$ cat config.mk
export PLATFORM = sky130hd
export DESIGN_NAME = ipc_handshake_seq
export DESIGN_NICKNAME = d
export VERILOG_FILES = /design/src/rtl/hs_pkg.sv /design/src/rtl/hs_datapath.sv /design/src/rtl/hs_control.sv /design/src/rtl/ipc_handshake_seq.sv
export SDC_FILE = /design/constraint.sdc
export NUM_CORES = 1
export LEC_CHECK = 0
export BUFFER_PORTS_ARGS = -buffer_cell sky130_fd_sc_hd__buf_4
export CORE_ASPECT_RATIO = 1.75
export CORE_MARGIN = 4
export CORE_UTILIZATION = 30
export CTS_BUF_LIST = sky130_fd_sc_hd__clkbuf_16
export DETAILED_ROUTE_END_ITERATION = 8
export GPL_TIMING_DRIVEN = 0
export SLEW_MARGIN = 20
export SYNTH_ARGS = -nofsm -noshare
export SYNTH_HDL_FRONTEND = slang
export SYNTH_SLANG_ARGS = --single-unit
export TNS_END_PERCENT = 100
$ cat constraint.sdc
create_clock -name clk -period 3.52 [get_ports clk]
set_input_delay 0.704 -clock clk [delete_from_list [all_inputs] [get_ports clk]]
set_output_delay 0.704 -clock clk [all_outputs]
set_load 0.02 [all_outputs]
$ cat src/rtl/hs_pkg.sv
package hs_pkg;

  // Strobes from control to datapath; at most one is active per cycle.
  typedef struct packed {
    logic clear;   // force output to zero
    logic sample;  // load peer nibble plus one
    logic park;    // load the end marker
  } hsCtl_t;

endpackage

$ cat src/rtl/hs_datapath.sv
module hs_datapath #(
  parameter int NIB_W = 4,
  parameter logic [NIB_W-1:0] END_MARK = 4'd14
) (
  input  logic             clk,
  input  logic             rst,
  input  hs_pkg::hsCtl_t   ctl,
  input  logic [NIB_W-1:0] peerNib,
  output logic [NIB_W-1:0] localNib,
  output logic             matchHit
);

  logic [NIB_W-1:0] localPlusOne;
  logic [NIB_W-1:0] peerPlusOne;

  assign localPlusOne = localNib + NIB_W'(1);
  assign peerPlusOne  = peerNib + NIB_W'(1);
  assign matchHit     = (peerNib == localPlusOne);

  always_ff @(posedge clk) begin
    if (rst) begin
      localNib <= '0;
    end else if (ctl.clear) begin
      localNib <= '0;
    end else if (ctl.park) begin
      localNib <= END_MARK;
    end else if (ctl.sample) begin
      localNib <= peerPlusOne;
    end
  end

  // a sample loads the sampled peer value plus one, wrapping
  assert_sample_response_R4: assert property (@(posedge clk) disable iff (rst)
    ctl.sample |=> localNib == NIB_W'($past(peerNib) + NIB_W'(1)));

  // a clear strobe leaves a zero output
  assert_clear_zero_R2: assert property (@(posedge clk) disable iff (rst)
    ctl.clear |=> localNib == '0);

  // strobes from the control never overlap
  assert_strobe_exclusive_R6: assert property (@(posedge clk) disable iff (rst)
    $onehot0({ctl.clear, ctl.sample, ctl.park}));

endmodule

$ cat src/rtl/hs_control.sv
module hs_control #(
  parameter int SETTLE_CYC  = 4,
  parameter int MATCH_NEED  = 3,
  parameter int TIMEOUT_CYC = 256
) (
  input  logic           clk,
  input  logic           rst,
  input  logic           start,
  input  logic           matchHit,
  output hs_pkg::hsCtl_t ctl,
  output logic           done,
  output logic           timedOut
);

  localparam int WAIT_W = (SETTLE_CYC > 1) ? $clog2(SETTLE_CYC) : 1;
  localparam int TMR_W  = (TIMEOUT_CYC > 1) ? $clog2(TIMEOUT_CYC) : 1;
  localparam int CNT_W  = $clog2(MATCH_NEED + 1);
  localparam logic [WAIT_W-1:0] WAIT_LAST = WAIT_W'(SETTLE_CYC - 1);
  localparam logic [TMR_W-1:0]  TMR_LAST  = TMR_W'(TIMEOUT_CYC - 1);
  localparam logic [CNT_W-1:0]  CNT_LAST  = CNT_W'(MATCH_NEED - 1);

  typedef enum logic [1:0] {ST_IDLE, ST_RUN, ST_LINGER, ST_DONE} hsState_e;

  hsState_e          state;
  logic [WAIT_W-1:0] waitCnt;
  logic [TMR_W-1:0]  timer;
  logic [CNT_W-1:0]  matchCnt;
  logic              sampleEdge;
  logic              timeoutHit;

  assign sampleEdge = (waitCnt == WAIT_LAST);
  assign timeoutHit = (state == ST_RUN) && (timer == TMR_LAST);

  always_comb begin
    ctl = '0;
    if (start) begin
      ctl.clear = 1'b1;
    end else begin
      unique case (state)
        ST_RUN: begin
          if (timeoutHit)      ctl.clear  = 1'b1;
          else if (sampleEdge) ctl.sample = 1'b1;
        end
        ST_LINGER: begin
          if (sampleEdge) ctl.park = 1'b1;
        end
        default: ;
      endcase
    end
  end

  always_ff @(posedge clk) begin
    if (rst) begin
      state    <= ST_IDLE;
      waitCnt  <= '0;
      timer    <= '0;
      matchCnt <= '0;
      done     <= 1'b0;
      timedOut <= 1'b0;
    end else begin
      timedOut <= 1'b0;
      if (start) begin
        state    <= ST_RUN;
        waitCnt  <= '0;
        timer    <= '0;
        matchCnt <= '0;
        done     <= 1'b0;
      end else begin
        unique case (state)
          ST_RUN: begin
            if (timeoutHit) begin
              waitCnt  <= '0;
              timer    <= '0;
              matchCnt <= '0;
              timedOut <= 1'b1;
            end else begin
              timer   <= timer + TMR_W'(1);
              waitCnt <= sampleEdge ? '0 : waitCnt + WAIT_W'(1);
              if (sampleEdge && matchHit) begin
                matchCnt <= matchCnt + CNT_W'(1);
                if (matchCnt == CNT_LAST) state <= ST_LINGER;
              end
            end
          end
          ST_LINGER: begin
            waitCnt <= sampleEdge ? '0 : waitCnt + WAIT_W'(1);
            if (sampleEdge) begin
              state <= ST_DONE;
              done  <= 1'b1;
            end
          end
          default: ;
        endcase
      end
    end
  end

  // the match count never passes its target
  always_comb begin
    if (!rst) assert_count_bound_R5: assert (matchCnt <= CNT_W'(MATCH_NEED));
  end

  // done persists until a start arrives
  assert_done_sticky_R7: assert property (@(posedge clk) disable iff (rst)
    done && !start |=> done);

  // a timeout restart leaves no counted matches and no done
  assert_timeout_clears_R8: assert property (@(posedge clk) disable iff (rst)
    timedOut |-> (matchCnt == '0) && !done);

endmodule

$ cat src/rtl/ipc_handshake_seq.sv
module ipc_handshake_seq #(
  parameter int NIB_W       = 4,
  parameter int SETTLE_CYC  = 4,
  parameter int MATCH_NEED  = 3,
  parameter int TIMEOUT_CYC = 256,
  parameter logic [NIB_W-1:0] END_MARK = 4'd14
) (
  input  logic             clk,
  input  logic             rst,
  input  logic             start,
  input  logic [NIB_W-1:0] peerNib,
  output logic [NIB_W-1:0] localNib,
  output logic             done,
  output logic             timedOut
);

  hs_pkg::hsCtl_t ctl;
  logic           matchHit;

  hs_control #(
    .SETTLE_CYC (SETTLE_CYC),
    .MATCH_NEED (MATCH_NEED),
    .TIMEOUT_CYC(TIMEOUT_CYC)
  ) i_control (
    .clk     (clk),
    .rst     (rst),
    .start   (start),
    .matchHit(matchHit),
    .ctl     (ctl),
    .done    (done),
    .timedOut(timedOut)
  );

  hs_datapath #(
    .NIB_W   (NIB_W),
    .END_MARK(END_MARK)
  ) i_datapath (
    .clk     (clk),
    .rst     (rst),
    .ctl     (ctl),
    .peerNib (peerNib),
    .localNib(localNib),
    .matchHit(matchHit)
  );

  // done is only ever seen with the end marker on the output
  assert_done_marker_R6: assert property (@(posedge clk) disable iff (rst)
    done |-> localNib == END_MARK);

endmodule

Word-level counts from Yosys, hierarchy flattened:

Index checks and enable logic that the tools add are counted.

* word-level logic and storage cells: 64
* output and inout port bits: 6
* input bits: 7
* bits in registers: 20

* eq/ne operators: 14
* reduce and logical (&&, ||, !) cells: 14
* bitwise gates (word level): 1
* $add $sub $neg: 5
* muxes and demuxes: 21

Operator list (count)
* $mux 2: 10
* $reduce_and 5->1: 2
* $ne 3x3->1 const B: 3
* $add 4x1->4 const B: 2
* $add 8x1->8 const B: 1
* $eq 8x8->1 const B: 1
* $mux 4: 2
* $mux 8: 1
* $pmux 2 s2: 2
* $eq 2x2->1 const B: 3
* $mux 1: 6
* $ne 2x2->1 const B: 3
* $reduce_bool 2->1: 3
* $reduce_or 3->1: 2
* $add 2x1->2 const B: 2
* $eq 4x4->1: 1
* $reduce_and 2->1: 2
* $reduce_or 2->1: 2
* $ne 3x2->1 const B: 1
* $reduce_bool 3->1: 1
* $eq 2x1->1 const B: 1
* $logic_and 1x1->1: 2
* $ne 2x1->1 const B: 1
* $not 1->1: 1

Longest topological paths before layout:

* depth in word-level cells: 7
* gate-level depth with buffers: 9

Hierarchy:

Synthesis repeated with hierarchy kept, for this count alone.

* cells, all modules: 121
* area, all modules: 1062.3 um2

By module, submodules not included
* hs_control: times used 1, cells each 92, area each 789.5 um2, sequential area each 320.3 um2
* hs_datapath: times used 1, cells each 29, area each 272.8 um2, sequential area each 80.1 um2

Worst setup path after synthesis:

No wires, ideal clock.

* kind: register to register
* start point: register i_datapath.localNib[0]
* end point: register i_control.state[0]
* data required time: 3.398 ns
* arrival: 1.774 ns
* library setup time: 0.122 ns
* cell stages (with the launch flop): 7
* path slack: 1.624 ns
* path through: dfxtp_1 > ha_1 > xnor2_1 > nand3_1 > or4_4 > o21ai_1 > a31oi_1

* word-level cells in the longest chain between the ends: 5

Ends and longest elaborated chain
* from (decl): RTL line hs_datapath.sv:9 `output logic [NIB_W-1:0] localNib,`
* from (signal assigned): RTL line hs_datapath.sv:28 `localNib <= peerPlusOne;`
* $add 4x1->4: RTL line hs_datapath.sv:16 `assign localPlusOne = localNib + NIB_W'(1);`
* $eq 4x4->1: RTL line hs_datapath.sv:18 `assign matchHit = (peerNib == localPlusOne);`
* $logic_and 1x1->1: RTL line hs_control.sv:79 `if (sampleEdge && matchHit) begin`
* $ne 3x3->1 (no line)
* $reduce_and 5->1 (no line)
* to (signal assigned): RTL line hs_control.sv:63 `state <= ST_RUN;`
* to (signal assigned): RTL line hs_control.sv:81 `if (matchCnt == CNT_LAST) state <= ST_LINGER;`
* to (signal assigned): RTL line hs_control.sv:88 `state <= ST_DONE;`
* to (decl): RTL line hs_control.sv:24 `hsState_e state;`

No other way between the ends.
A chain may end at the register's enable or synchronous reset.

Worst setup path in the final report:

* start point: register i_datapath.localNib[0]
* end point: register i_control.matchCnt[0]

* word-level cells in the longest chain between the ends: 5

Ends and longest elaborated chain
* $add 4x1->4: RTL line hs_datapath.sv:16
* $eq 4x4->1: RTL line hs_datapath.sv:18
* $logic_and 1x1->1: RTL line hs_control.sv:79
* $reduce_bool 2->1 (no line)
* $reduce_and 2->1 (no line)
* to (signal assigned): RTL line hs_control.sv:80 `matchCnt <= matchCnt + CNT_W'(1);`
* to (decl): RTL line hs_control.sv:27 `logic [CNT_W-1:0] matchCnt;`

No other way between the ends.

==> flow_metrics.py <==
metrics = {
    "status": {
        "outcome": "finished clean",
    },
    "worst_setup_path": {
        "path_delay_family": "simple AND/OR/NAND/NOR gates",
        "cp_num_buf_inv": 0,
        "crit_path_frequent_cell": "xnor2_1",
        "r2r_slack_ns": 1.64,
        "critPathLaunchType": "flip-flop",
        "max_stage_delay_ns": 0.57,
        "cp.arrival_ns": 2.01,
        "slowest_stage": "or4_4",
        "crit_chain": "ha_1, xnor2_1, nand3_1, or4_4, xnor2_1, nor2_1",
        "required_ns": 3.65,
        "critPathKind": "reg2reg",
        "end_kind": "flip-flop",
        "crit_fanout": 5,
    },
    "cells_and_area": {
        "area_delta_synth_final_pct": 21.5,
        "fin_nets": 149,
        "layout-drive-gt1-share_pct": 17.3,
        "final_area_mm2": 0.00124,
        "fillerInstances": 351,
        "insertedDiodeCount": 0,
    },
    "power_and_ir_drop": {
        "pwr-share-clk_pct": 45.2,
        "seqPwrFrac_pct": 47.1,
        "cellLeakagePower_nw": 0.509,
        "ir_drop_mv": 0.116,
        "netSwitchingFraction_pct": 19.7,
        "powerDensity_mw_per_mm2": 398,
        "combinationalPowerShare_pct": 7.7,
        "p_sw_uw": 97.0,
        "p_total_uw": 493,
        "p_int_uw": 396,
    },
    "clock_tree": {
        "hold_buffers": 0,
        "cts.sink_count": 20,
        "cts_tree": "done",
        "cts_buffers": 3,
        "cts_max_level": 1,
        "clk_latency_ns": 0.25,
        "path_clk_slew_ns": 0.05,
        "cts_root_buf": "clkbuf_16",
        "post_cts_buffers": 0,
        "cts_resized": 0,
        "clockBufferDepth": 2,
    },
    "logic_synthesis": {
        "syn_area_mm2": 0.00102,
        "synth-edff-count": 0,
        "ys_types": 27,
        "yosys.area.top_type": "dfxtp_1",
        "ys_warn_count": 0,
        "ys_seq_elements": 20,
        "synthTopCellsByCount": "dfxtp_1 (20), nor2_1 (16), a21oi_1 (8), xnor2_1 (8)",
        "syn_nets": 132,
        "yosysMostFrequentCell": "dfxtp_1",
        "synth-main-ff-cell": "dfxtp_1",
        "ys_async_sr_fraction_pct": 0,
        "yosys.area.top_type_share_pct": 39.3,
        "syn_inst": 118,
        "syn_area_per_cell_um2": 8.63,
        "ys_seq_area_share_pct": 39.3,
        "synth.area.top_cells": "dfxtp_1 (39%), ha_1 (8.6%), xnor2_1 (6.9%)",
    },
    "die": {
        "die_x_um": 52.0,
        "die_h_um": 85.1,
        "die_area_mm2": 0.00443,
        "core_area_mm2": 0.00321,
        "start_util_pct": 31.7,
        "rows": 27,
        "io_pins": 13,
    },
    "global_route": {
        "antenna_found_initial": 0,
        "grt_pass1_wl_mm": 3.75,
        "grt_pass1_vias": 861,
        "grt_overflow": 0,
        "grtUsageTotal_pct": 11.3,
        "grt_max_degree": 11,
    },
    "detailed_routing": {
        "vias_per_cell": 4.81,
        "drt_pass1_iterations": 4,
        "drc": 0,
        "avgRoutedWirePerCell_um": 11.9,
        "dr.first_iter.drc_count": 10,
        "drt_wl_total_mm": 2.09,
        "vias": 846,
        "ant_nets": 0,
    },
    "placement": {
        "dp_slack_ns": 1.49,
        "post_dp_cell_area_mm2": 0.00116,
        "hpwl_mm": 1.67,
        "io_buffers": 12,
        "globalplace.congestion": 0.697,
    },
    "sta": {
        "finalClockSkew_ns": 0.00164,
        "rsz0062_at_grt": "false",
        "fin_crit_sh_pct": 53.3,
        "fin_ws_ns": 1.64,
        "tns_ns": 0,
        "hold_ws_ns": 0.468,
        "period_minus_slack_ns": 1.88,
        "hold_viol": 0,
        "slew_viol_final": 0,
        "slew_headroom_pct": 69.5,
        "clock.fmax_mhz": 533,
        "tightestPinTransition_ns": 0.452,
        "finalSetupViolCount": 0,
    },
    "worst_hold_path": {
        "min_path_type": "reg2reg",
    },
    "job": {
        "drv_cap": 0,
    },
}
## layer usage
metal	GRT usage, %	vias up	wire, um
li1	-	430	-
met1	10.8	394	778
met2	21.2	17	1200
met3	1.58	5	50
met4	7.16	0	62
met5	0	-	0
## layout by cell type (no fill, tap or decap)
master     netlist  routed
clkbuf_16        0       3
a31oi_1          2       2
nand2b_1         2       2
clkbuf_1         1       1
a21oi_1          8       8
nand3_1          7       7
a32oi_1          1       1
xor2_1           7       7
o21ai_1          1       1
xnor2_1          8       8
ha_1             7       7
o41ai_1          1       1
o21ai_0          3       3
or4_4            1       1
nand4_1          4       4
clkbuf_2         1       1
nand2_1          7       7
o211ai_1         1       1
buf_2            3       3
nand3_2          1       1
or2_2            2       2
buf_4            0      12
inv_1            7       7
dfxtp_1         20      20
mux2i_1          4       4
nor3_1           1       1
nand3b_1         1       1
and3_1           1       1
nor2_1          16      16
## power by group through the flow
stage	logic [mW]	registers [mW]	clock network, mW
after floorplan	0.0250	0.236	0
after global placement	0.0371	0.237	0
after detailed placement	0.0382	0.237	0
after CTS	0.0386	0.232	0.232
after global routing	0.0442	0.232	0.243
final	0.0379	0.232	0.223
## per-stage QoR
step                instances  utilization, %
floorplan                 118               -
global placement          173            36.2
detailed placement        173            36.2
CTS                       176            38.6
global route              176            38.6
finish                    176            38.6
## registers in the layout, summed over array words and instances, names as in the netlist
signal               count
i_control.done           1
i_control.waitCnt        2
i_control.matchCnt       2
i_datapath.localNib      4
i_control.state          2
i_control.timer          8
i_control.timedOut       1
## area by class of cell
cell class / instances / area [um2] / area share, %
inverter: 7 / 26.3 / 2.12
tap: 43 / 53.8 / 4.35
timing repair buffer: 12 / 90.1 / 7.28
clock buffer: 3 / 75.1 / 6.07
multi-input combinational: 86 / 568 / 45.9
sequential: 20 / 400 / 32.4
buffer: 5 / 23.8 / 1.92
## worst reg2reg max path: cells and delay by family (launching register included)
family | cells | cell delay [ns]
flops | 1 | 0.40
fa+ha+maj | 1 | 0.27
simple gates | 3 | 0.75
xor+xnor | 2 | 0.34
## logic make-up after synthesis
family / count (synthesis) / share of synthesized area (%)
muxes: 4 / 3.93
buffers and inverters: 12 / 4.91
adders and majority gates: 7 / 8.60
xor gates and xnor gates: 15 / 12.9
and+or+nand+nor: 43 / 20.8
AOI/OAI and AO/OA: 17 / 9.58
DFF: 20 / 39.3
## worst paths after layout
| kind | from | depth (start not counted) | end |
|---|---|---|---|
| max reg2reg | i_datapath.localNib[0] | 6 | i_control.matchCnt[0] |
| min | i_control.waitCnt[1] | 2 | i_control.waitCnt[1] |
| min reg2reg | i_control.waitCnt[1] | 2 | i_control.waitCnt[1] |
| max | i_datapath.localNib[0] | 6 | i_control.matchCnt[0] |
(Power assumes the default switching activity.)
